===== src/rtl/tflush_pkg.sv =====
package tflush_pkg;

    localparam int CTRL_W = 16;
    localparam logic [11:0] CTRL_ADDR = 12'h304;
    localparam logic [CTRL_W-1:0] CTRL_RST = 16'h1000;
    localparam logic [CTRL_W-1:0] WMASK = 16'hB773;
    localparam int MAN_BIT = 6;
    localparam logic [7:0] MARK_ID = 8'h7B;
    localparam logic [7:0] MARK_BYTE = 8'h00;

    // Control register layout, bit 15 down to bit 0
    typedef struct packed {
        logic       embed;      // 15 marker after flush
        logic       rsv14;
        logic       stop_trg;   // 13 stop on trigger event
        logic       stop_fl;    // 12 stop on flush completion
        logic       rsv11;
        logic       ind_fl;     // 10 indicate on flush completion
        logic       ind_evt;    // 9  indicate on trigger event
        logic       ind_pin;    // 8  indicate on trigger pin
        logic       rsv7;
        logic       man;        // 6  manual flush, self clearing
        logic       fl_trg;     // 5  flush on trigger event
        logic       fl_pin;     // 4  flush on flush pin
        logic [1:0] rsv3_2;
        logic       cont;       // 1  continuous mode
        logic       en;         // 0  formatter enable
    } ctrl_t;

    function automatic logic fmt_active(input ctrl_t c);
        return c.en | c.cont;
    endfunction

endpackage


===== src/rtl/tflush_edge.sv =====
module tflush_edge #(
    parameter int W = 2
) (
    input  logic         clk,
    input  logic         rst,
    input  logic [W-1:0] sig,
    output logic [W-1:0] rise
);
    logic [W-1:0] q;

    always_ff @(posedge clk) begin
        if (rst) q <= '0;
        else     q <= sig;
    end

    assign rise = sig & ~q;
endmodule


===== src/rtl/tflush_regs.sv =====
module tflush_regs
    import tflush_pkg::*;
(
    input  logic              clk,
    input  logic              rst,
    input  logic              wr_ok,
    input  logic [CTRL_W-1:0] wdata,
    input  logic              stopped,
    input  logic              fl_done,
    output ctrl_t             ctrl,
    output logic              man_set
);
    ctrl_t nxt;

    always_comb begin
        nxt = ctrl;
        if (wr_ok) begin
            nxt = ctrl_t'(wdata & WMASK);
            nxt.man = ctrl.man | wdata[MAN_BIT];
            if (!stopped) begin
                nxt.en   = ctrl.en;
                nxt.cont = ctrl.cont;
            end
        end
        if (fl_done) nxt.man = 1'b0;
    end

    always_ff @(posedge clk) begin
        if (rst) ctrl <= ctrl_t'(CTRL_RST);
        else     ctrl <= nxt;
    end

    assign man_set = wr_ok & wdata[MAN_BIT];
endmodule


===== src/rtl/tflush_flush.sv =====
module tflush_flush (
    input  logic clk,
    input  logic rst,
    input  logic man_set,
    input  logic fl_trg_en,
    input  logic fl_pin_en,
    input  logic ind_pin_en,
    input  logic ind_evt_en,
    input  logic ind_fl_en,
    input  logic mark_en,
    input  logic trg_evt,
    input  logic trig_rise,
    input  logic flush_rise,
    input  logic fl_ready,
    output logic fl_valid,
    output logic fl_done,
    output logic trig_ind,
    output logic mark_req
);
    logic new_req;

    assign fl_done = fl_valid & fl_ready;
    assign new_req = man_set | (fl_trg_en & trg_evt) | (fl_pin_en & flush_rise);

    always_ff @(posedge clk) begin
        if (rst) begin
            fl_valid <= 1'b0;
            trig_ind <= 1'b0;
            mark_req <= 1'b0;
        end else begin
            // pending flush absorbs any new request until it completes
            fl_valid <= fl_valid ? ~fl_ready : new_req;
            trig_ind <= (ind_pin_en & trig_rise) | (ind_evt_en & trg_evt)
                      | (ind_fl_en & fl_done);
            mark_req <= mark_en & fl_done;
        end
    end
endmodule


===== src/rtl/tflush_stop.sv =====
module tflush_stop (
    input  logic clk,
    input  logic rst,
    input  logic stop_fl_en,
    input  logic stop_trg_en,
    input  logic fl_done,
    input  logic trg_evt,
    input  logic drain_done,
    input  logic mode_wr,
    output logic stop_req,
    output logic stopped
);
    logic cause;

    assign cause = (stop_fl_en & fl_done) | (stop_trg_en & trg_evt);

    always_ff @(posedge clk) begin
        if (rst) begin
            stop_req <= 1'b0;
            stopped  <= 1'b1;
        end else if (stop_req && drain_done) begin
            stop_req <= 1'b0;
            stopped  <= 1'b1;
        end else if (!stopped && cause) begin
            stop_req <= 1'b1;
        end else if (stopped && !stop_req && mode_wr) begin
            stopped  <= 1'b0;
        end
    end
endmodule


===== src/rtl/tflush_ctrl.sv =====
module tflush_ctrl
    import tflush_pkg::*;
#(
    parameter int ADDR_W = 12,
    parameter int DATA_W = 32
) (
    input  logic              clk,
    input  logic              rst,
    input  logic              reg_wr,
    input  logic [ADDR_W-1:0] reg_addr,
    input  logic [DATA_W-1:0] reg_wdata,
    output logic [DATA_W-1:0] reg_rdata,
    input  logic              trig_in,
    input  logic              flush_in,
    input  logic              tc_hit,
    input  logic              tc_reload_zero,
    output logic              fl_valid,
    input  logic              fl_ready,
    output logic              trig_ind,
    output logic              stop_req,
    input  logic              drain_done,
    output logic              stopped,
    output logic              mark_req,
    output logic [7:0]        mark_id,
    output logic [7:0]        mark_byte,
    output logic              fmt_en,
    output logic              fmt_cont
);
    localparam logic [ADDR_W-1:0] CTRL_OFS = ADDR_W'(CTRL_ADDR);

    ctrl_t       ctrl;
    logic        hit_ctrl;
    logic        wr_ok;
    logic        man_set;
    logic        fl_done;
    logic        trg_evt;
    logic [1:0]  rise;
    logic        unused_hi;

    assign unused_hi = ^reg_wdata[DATA_W-1:CTRL_W];
    assign hit_ctrl  = (reg_addr == CTRL_OFS);
    assign wr_ok     = reg_wr & hit_ctrl;
    assign trg_evt   = tc_hit | (tc_reload_zero & rise[0]);

    tflush_edge #(.W(2)) u_edge (
        .clk  (clk),
        .rst  (rst),
        .sig  ({flush_in, trig_in}),
        .rise (rise)
    );

    tflush_regs u_regs (
        .clk     (clk),
        .rst     (rst),
        .wr_ok   (wr_ok),
        .wdata   (reg_wdata[CTRL_W-1:0]),
        .stopped (stopped),
        .fl_done (fl_done),
        .ctrl    (ctrl),
        .man_set (man_set)
    );

    tflush_flush u_flush (
        .clk        (clk),
        .rst        (rst),
        .man_set    (man_set),
        .fl_trg_en  (ctrl.fl_trg),
        .fl_pin_en  (ctrl.fl_pin),
        .ind_pin_en (ctrl.ind_pin),
        .ind_evt_en (ctrl.ind_evt),
        .ind_fl_en  (ctrl.ind_fl),
        .mark_en    (ctrl.embed & fmt_active(ctrl)),
        .trg_evt    (trg_evt),
        .trig_rise  (rise[0]),
        .flush_rise (rise[1]),
        .fl_ready   (fl_ready),
        .fl_valid   (fl_valid),
        .fl_done    (fl_done),
        .trig_ind   (trig_ind),
        .mark_req   (mark_req)
    );

    tflush_stop u_stop (
        .clk         (clk),
        .rst         (rst),
        .stop_fl_en  (ctrl.stop_fl),
        .stop_trg_en (ctrl.stop_trg),
        .fl_done     (fl_done),
        .trg_evt     (trg_evt),
        .drain_done  (drain_done),
        .mode_wr     (wr_ok & (reg_wdata[0] | reg_wdata[1])),
        .stop_req    (stop_req),
        .stopped     (stopped)
    );

    assign reg_rdata = hit_ctrl ? DATA_W'(ctrl) : '0;
    assign mark_id   = MARK_ID;
    assign mark_byte = MARK_BYTE;
    assign fmt_en    = ctrl.en;
    assign fmt_cont  = ctrl.cont;
endmodule


===== config.mk =====
export PLATFORM = sky130hd
export DESIGN_NAME = tflush_ctrl
export DESIGN_NICKNAME = d
export VERILOG_FILES = /design/src/rtl/tflush_pkg.sv /design/src/rtl/tflush_edge.sv /design/src/rtl/tflush_regs.sv /design/src/rtl/tflush_flush.sv /design/src/rtl/tflush_stop.sv /design/src/rtl/tflush_ctrl.sv
export SDC_FILE = /design/constraint.sdc
export NUM_CORES = 1
export LEC_CHECK = 0
export ABC_AREA = 0
export CORE_MARGIN = 4
export CORE_UTILIZATION = 33
export CTS_BUF_LIST = sky130_fd_sc_hd__clkbuf_8
export DETAILED_ROUTE_END_ITERATION = 6
export GPL_TIMING_DRIVEN = 0
export HOLD_SLACK_MARGIN = 0.1
export MAX_ROUTING_LAYER = met4
export PLACE_DENSITY = 0.94
export RECOVER_POWER = 50
export SLEW_MARGIN = 20
export SYNTH_ARGS = -nofsm -noshare
export SYNTH_HDL_FRONTEND = slang
export SYNTH_SLANG_ARGS = --single-unit

===== constraint.sdc =====
create_clock -name clk -period 8.62 [get_ports clk]
set_input_delay 2.586 -clock clk [delete_from_list [all_inputs] [get_ports clk]]
set_output_delay 2.586 -clock clk [all_outputs]
set_load 0.05 [all_outputs]

# Word-level counts from Yosys, hierarchy flattened
# Cells that the tools add are included.
[word_totals]
input_bits = 53
out_inout_bits = 55
reg_bits = 18
wordCells = 57
[op_classes]
n_reduce_logical = 10
bitwise = 27
eq_ne = 1
muxes = 2
[op_table]
columns = ["operator", "count"]
rows = [
  ["$mux 16", 1],
  ["$and 1x1->1", 14],
  ["$eq 12x10->1 const B", 1],
  ["$or 1x1->1", 9],
  ["$logic_and 1x1->1", 4],
  ["$reduce_and 2->1", 2],
  ["$reduce_or 2->1", 2],
  ["$and 2x2->2", 1],
  ["$logic_not 1->1", 2],
  ["$not 1->1", 2],
  ["$not 2->2", 1],
  ["$mux 1", 1],
]

# Longest topological paths before layout
# Gate-level depths: netlist (run 1).
[logic_depth]
depth_word = 9
mapped_depth = 5
ltp_nobuf = 4

# Modules after synthesis
# A second synthesis (run 1) with hierarchy kept.
[hier_totals]
hier_cells = 151
hier_area_um2 = 1325.0
[modules_own_cells]
columns = ["module", "area_per_inst_um2", "seq_area_each_um2", "cells_each", "n_inst"]
rows = [
  ["tflush_ctrl", 591.8, 0.0, 81, 1],
  ["tflush_regs", 464.2, 220.2, 45, 1],
  ["tflush_flush", 115.1, 60.1, 11, 1],
  ["tflush_stop", 83.8, 40.0, 8, 1],
  ["tflush_edge", 70.1, 40.0, 6, 1],
]

# Worst setup path before layout (run 1)
# No wires, ideal clock.
[synth_timing]
kind = "input to output"
start = "input port reg_addr[10]"
end = "output port reg_rdata[6]"
slack_ps = 1383
required_ps = 6034
cell_stages = 2
t_arrival_ps = 4651
path_buffers = 0
path_cell_list = "or4_4 -> nor4_1"
[synth_via]
elab_chain_cells = 2
[synth_rtl]
columns = ["element", "line", "source"]
rows = [
  ["from (decl)", "tflush_ctrl.sv:10", "input logic [ADDR_W-1:0] reg_addr,"],
  ["$eq 12x10->1", "tflush_ctrl.sv:41", "assign hit_ctrl = (reg_addr == CTRL_OFS);"],
  ["$mux 16", "tflush_ctrl.sv:96", "assign reg_rdata = hit_ctrl ? DATA_W'(ctrl) : '0;"],
  ["to (decl)", "tflush_ctrl.sv:12", "output logic [DATA_W-1:0] reg_rdata,"],
]
# Every way passes these cells.

# Final worst setup path (run 1)
[layout_timing]
start = "input port reg_addr[6]"
end = "output port reg_rdata[12]"
# Same word-level chain as after synthesis.

==> flow_metrics.tcl, run 1 <==
set metrics [dict create \
    hold_viol 0 \
    floorplan.rows 20 \
    overflow 0 \
    dieArea_sq_um 4363 \
    ctsResizeCount 0 \
    htreeDepth 1 \
    hp-class "reg2reg" \
    drt_wl_total_microns 2848 \
    grt_first_pass_wirelength_microns 4450 \
    swShare_pct 32.75 \
    viasPerCell 4.041 \
    grt_setup_unrepaired "no" \
    worstSetupEndpointType "output pin" \
    core-area_sq_um 3128 \
    first_pass_iters 4 \
    hold_buffers 0 \
    setup_viol 0 \
    outcome "completed" \
    post_synth.cell_area_avg_sq_um 8.239 \
    multi_input_area_sq_um 571.8 \
    ys_types 29 \
    finalSetupTns_ns 0 \
    wl_per_cell_microns 10.71 \
    max-slew-margin-rel_pct 57.92 \
    min_path_cells 2 \
    die_x_microns 66.06 \
    placed_area_sq_um 1789 \
    root_buffer "clkbuf_8" \
    start_util_pct 35.56 \
    arrival_ns 5.62 \
    cp_data_required_time_ns 6.03 \
    syn_area_sq_um 1112 \
    grt_max_degree 11 \
    postSynthCellCount 135 \
    post_cts_buffers 0 \
    comb_power_share_pct 32.8 \
    cts_tree "built" \
    p_leak_nw 0.8107 \
    antenna_found_initial 0 \
    synth_warnings 0 \
    area.growth.synth_to_final_pct 63.55 \
    crit_fanout 10 \
    dp_hpwl_microns 2426 \
    clk_latency_ns 0.25 \
    grt_pass1_vias 953 \
    ys_seq_area_share_pct 32.40 \
    rr_worst_depth 3 \
    place.gp.congestion 0.8434 \
    final.setup.worst_slack_ns 0.4181 \
    drc 0 \
    fin_area_sq_um 1819 \
    path_clk_slew_ns 0.06 \
    grt_usage_pct 13.53 \
    regArea_sq_um 360.3 \
    critPathTopFamily "buffers and inverters" \
    finalCritPeriodShare_pct 95.15 \
    slowest_stage "clkdlybuf4s50_1" \
    max_cap_viol_count 0 \
    clockPowerShare_pct 27.0 \
    ant_nets 0 \
    crit_cells 6 \
    pwr-share-seq_pct 40.2 \
    antenna_cells 0 \
    fp.dieH_microns 66.06 \
    critPathLaunchType "primary input" \
    maxSlewViolCount 0 \
    numCtsBuffers 3 \
    dr_total_vias 1075 \
    nFillCells 292 \
    worstMarginPinSlew_ns 0.6278 \
    max_stage_delay_ns 0.81 \
    crit_buf_inv 3 \
    synth.largest_area_cell "dfxtp_1" \
    critPathKind "in2out" \
    clockBufferDepth 2 \
    pre_cts_slack_ns 0.5553 \
    finClkSkew_ns 0.004234 \
    clock_sinks 18 \
    power_density_nw_per_um2 114.6 \
    ios 108 \
    internal_power_uw 140.2 \
    synth_area_leaders "dfxtp_1 32%, buf_4 26%, and2_1 5.6%" \
    crit_chain "dlygate4sd3_1 -> or4b_1 -> nor3_2 -> clkbuf_1 -> and2_1 -> clkdlybuf4s50_1" \
    vdd_drop_max_v 0.00008308 \
    yosys.area.top_type_share_pct 32.40 \
    first_iter_violations 22 \
    post-route-min-period_ns 8.202 \
    io_buffers 49 \
    drive_gt1_share_pct 20.27 \
    ys_ff_latch 18 \
    switchingPower_uw 68.29 \
    fmax_ghz 0.1219 \
    nNetsFinal 277 \
]
## cells in the final DEF, fill, tap and decap left out, drive strengths merged, types with 2 or more instances in the layout
cell type / count
clkdlybuf4s50: 39
nor4: 2
dfxtp: 18
nand2: 11
or4: 2
nand2b: 3
dlygate4sd3: 10
o21ai: 3
nand3b: 2
a21oi: 12
clkbuf: 7
inv: 2
and3b: 2
nor2: 2
nor2b: 3
and2: 10
buf: 37
conb: 37
nand3: 9
## per-stage QoR
step	util [%]	hold WS, ns	power (mW)	std cells
floorplan	-	0.4296	0.1381	170
global placement	57.20	0.4533	0.1535	263
detailed placement	57.20	0.4582	0.1538	263
CTS	58.52	0.4681	0.2100	266
global route	58.16	0.4993	0.2169	266
finish	58.16	0.4651	0.2085	266
## synthesized netlist by cell type (all sizes together)
master   number
a211o         1
a21oi        12
a221oi        1
a31oi         1
and2         10
and3          1
and3b         2
buf          39
clkbuf        2
conb          2
dfxtp        18
inv           2
nand2        11
nand2b        3
nand3         9
nand3b        2
nand4bb       1
nor2          2
nor2b         3
nor3          1
nor4          2
nor4b         1
o21a          1
o21ai         3
o31ai         1
or2           1
or4           2
or4b          1
## power groups by stage
| stage | registers (mW) | clock network, mW | logic [mW] |
|---|---|---|---|
| after floorplan | 0.0857 | 0 | 0.0524 |
| after global placement | 0.0857 | 0 | 0.0678 |
| after detailed placement | 0.0857 | 0 | 0.0681 |
| after CTS | 0.0838 | 0.0580 | 0.0682 |
| after global routing | 0.0838 | 0.0614 | 0.0717 |
| final | 0.0838 | 0.0563 | 0.0684 |
## logic make-up (layout without fill, tap and decap cells)
family                 after synthesis  after routing  synth area share, %
AO/OA/AOI/OAI                       20             20                10.69
buffers and inverters               43             95                28.01
flip-flops                          18             18                32.40
other                                2             37               0.6752
AND/OR/NAND/NOR                     52             52                28.23
## layout make-up
class / count / share of cell area (%)
plain buffers: 41 / 16.09
clock buffers: 3 / 2.270
inverters: 2 / 0.4127
multi-input cells: 109 / 31.43
flip-flops and latches: 18 / 19.81
well taps: 44 / 3.026
repair buffers: 49 / 26.96
## worst reg2reg max path, cell delays in order (launching register included)
cell     delay [ns]
dfxtp_1        0.42
nand2_1        0.07
nor4_1         0.47
o21ai_0        0.19
## flip-flops by register name, summed over array words and instances (netlist names)
register / count
u_stop.stop_req: 1
u_edge.q: 2
u_stop.stopped: 1
u_flush.fl_valid: 1
u_flush.mark_req: 1
u_regs.ctrl: 11
u_flush.trig_ind: 1
## routing by layer
metal	vias up	track usage [%]	share of wire, %	wire [microns]
li1	553	-	-	-
met1	466	15.08	36	1033
met2	52	23.03	52	1480
met3	4	4.762	10	299
met4	0	3.553	1.2	34
met5	-	-	0	0
## worst paths after layout
check,start,to,slack [ns]
setup / recovery,reg_addr[6],reg_rdata[12],0.42
hold reg to reg,u_regs.ctrl[6]$_SDFFE_PP0N_,u_regs.ctrl[6]$_SDFFE_PP0N_,0.47
hold / removal,u_regs.ctrl[6]$_SDFFE_PP0N_,u_regs.ctrl[6]$_SDFFE_PP0N_,0.47
setup reg to reg,u_stop.stopped$_SDFFE_PP1P_,u_regs.ctrl[0]$_SDFFE_PP0P_,7.33
Note: power is estimated with default switching activity, not from simulation.
==> run 2, diff against run 1 <==
--- a/config.mk
+++ b/config.mk
@@ -6,7 +6,6 @@
 export NUM_CORES = 1
 export LEC_CHECK = 0
 export ABC_AREA = 0
-export CORE_MARGIN = 4
 export CORE_UTILIZATION = 33
 export CTS_BUF_LIST = sky130_fd_sc_hd__clkbuf_8
 export DETAILED_ROUTE_END_ITERATION = 6
==> run 2 against run 1 <==
  * Via count shrank 3.4%
  * Critical path depth is the same
  * Non-clock buffer count is the same
  * First-iteration DRC count shrank 27%
  * Power grew 5.4%
  * Critical path type unchanged
  * Critical endpoint unchanged
==> flow_metrics.tcl, run 2 (synthesis results as in run 1) <==
set metrics [dict create \
    outcome "completed" \
    place.gp.congestion 0.8226 \
    clockBufferDepth 2 \
    critPathKind "in2out" \
    grt_setup_unrepaired "no" \
    fmax_ghz 0.1225 \
    fp.dieH_microns 60.06 \
    numCtsBuffers 3 \
    finClkSkew_ns 0.001260 \
    clk_latency_ns 0.25 \
    htreeDepth 1 \
    area.growth.synth_to_final_pct 65.47 \
    finalCritPeriodShare_pct 94.73 \
    die_x_microns 60.06 \
    wl_per_cell_microns 9.360 \
    viasPerCell 3.888 \
    layoutNonFillerInstCount 267 \
    reg2reg_slack_ns 7.33 \
    p_leak_nw 0.8227 \
    r2r_end "u_flush.fl_valid$_SDFF_PP0_" \
    endpoint "reg_rdata[12]" \
    largest_reg_flops 11 \
    first_iter_violations 16 \
    core-area_sq_um 3128 \
    fin_util_pct 58.84 \
    first_pass_iters 4 \
    maxSlewViolCount 0 \
    root_buffer "clkbuf_8" \
    cts_tree "built" \
    grt_pass1_vias 933 \
    final_common_cell "clkdlybuf4s50_1" \
    final_cell_mix "39 x clkdlybuf4s50_1, 37 x buf_4, 37 x conb_1" \
    worstSetupEndpointType "output pin" \
    cp_data_required_time_ns 6.03 \
    ctsResizeCount 0 \
    post_cts_buffers 0 \
    grt_max_degree 11 \
    path_clk_slew_ns 0.07 \
    ant_nets 0 \
    vdd_drop_max_v 0.00009801 \
    dp_hpwl_microns 2077 \
    max-slew-margin-rel_pct 59.94 \
    critPathLaunchType "primary input" \
    setup_viol 0 \
    floorplan.rows 20 \
    antenna_cells 0 \
    drt_wl_total_microns 2499 \
    hold_viol 0 \
    dieArea_sq_um 3607 \
    dp.cells 263 \
    comb_power_share_pct 31.1 \
    ios 108 \
    switchingPower_uw 69.96 \
    drc 0 \
    overflow 0 \
    regMostFlops "u_regs.ctrl" \
    rr_worst_depth 4 \
    post-layout-total-power_uw 219.7 \
    grt_usage_pct 15.13 \
    antenna_found_initial 0 \
    clock_sinks 18 \
    crit_fanout 10 \
    internal_power_uw 149.7 \
    hp-class "reg2reg" \
    rr_startpoint "u_edge.q[0]$_SDFF_PP0_" \
    arrival_ns 5.58 \
    grt_first_pass_wirelength_microns 3995 \
    nNetsFinal 277 \
    start_util_pct 35.56 \
    power_density_nw_per_um2 119.4 \
    clockPowerShare_pct 30.8 \
    worstMarginPinSlew_ns 0.5977 \
    min_path_cells 2 \
    drive_gt1_share_pct 21.08 \
    whs_ns 0.4634 \
    post-route-min-period_ns 8.166 \
    hold_buffers 0 \
    critPathLaunch "reg_addr[7]" \
    io_buffers 49 \
    reg_top3 "u_regs.ctrl x11, u_edge.q x2" \
    finalSetupTns_ns 0 \
    max_cap_viol_count 0 \
    dr_total_vias 1038 \
    pwr-share-seq_pct 38.1 \
    swShare_pct 31.84 \
]
==> run 2: changes by cell type in the layout (fill, tap and decap cells not counted) <==
cell,change
buf_6,+1
clkbuf_1,-1
clkbuf_8,+1
==> run 2: critical path: stages <==
cell,delay [ns]
dlygate4sd3_1,0.52
or4b_1,0.60
nor3_2,0.49
clkbuf_1,0.38
and2_1,0.20
clkdlybuf4s50_1,0.80
==> run 2: cell type report <==
| type | instances | area, sq um |
|---|---|---|
| timing repair buffer | 49 | 490.5 |
| sequential | 18 | 360.3 |
| multi-input combinational | 109 | 571.8 |
| fill | 305 | 1287 |
| tap | 44 | 55.05 |
| buffer | 41 | 300.3 |
| inverter | 2 | 7.507 |
| clock buffer | 4 | 55.05 |
==> run 2: metrics by stage <==
step	area [sq um]	worst slack, ns
final	1841	0.4545
after global routing	1841	0.2841
after CTS	1844	0.5679
after detailed placement	1789	0.5749
after global placement	1789	0.5814
after floorplan	1244	1.383
==> run 2: worst min-delay path by stage <==
| stage | startpoint | to | slack, ns |
|---|---|---|---|
| finish | u_regs.ctrl[6]$_SDFFE_PP0N_ | u_regs.ctrl[6]$_SDFFE_PP0N_ | 0.46 |
| global route | u_regs.ctrl[8]$_SDFFE_PP0N_ | u_regs.ctrl[8]$_SDFFE_PP0N_ | 0.49 |
| CTS | u_regs.ctrl[6]$_SDFFE_PP0N_ | u_regs.ctrl[6]$_SDFFE_PP0N_ | 0.47 |
| detailed placement | u_regs.ctrl[6]$_SDFFE_PP0N_ | u_regs.ctrl[6]$_SDFFE_PP0N_ | 0.46 |
| global placement | u_regs.ctrl[15]$_SDFFE_PP0N_ | u_regs.ctrl[15]$_SDFFE_PP0N_ | 0.45 |
| floorplan | u_regs.ctrl[6]$_SDFFE_PP0N_ | u_regs.ctrl[6]$_SDFFE_PP0N_ | 0.43 |
==> run 2: per-layer routing <==
layer	up-vias	share of wire, %	GRT usage, %
met4	0	0.48	2.990
met3	2	6.4	3.247
met1	438	41	17.06
met2	43	52	27.30
li1	555	-	-
met5	-	0	-
==> run 2: power groups by stage <==
stage | registers (mW) | logic [mW] | clock network [mW]
2_1_floorplan | 0.0857 | 0.0524 | 0
3_3_place_gp | 0.0857 | 0.0679 | 0
3_5_place_dp | 0.0857 | 0.0682 | 0
4_1_cts | 0.0838 | 0.0683 | 0.0696
5_1_grt | 0.0838 | 0.0720 | 0.0732
6_report | 0.0838 | 0.0683 | 0.0676
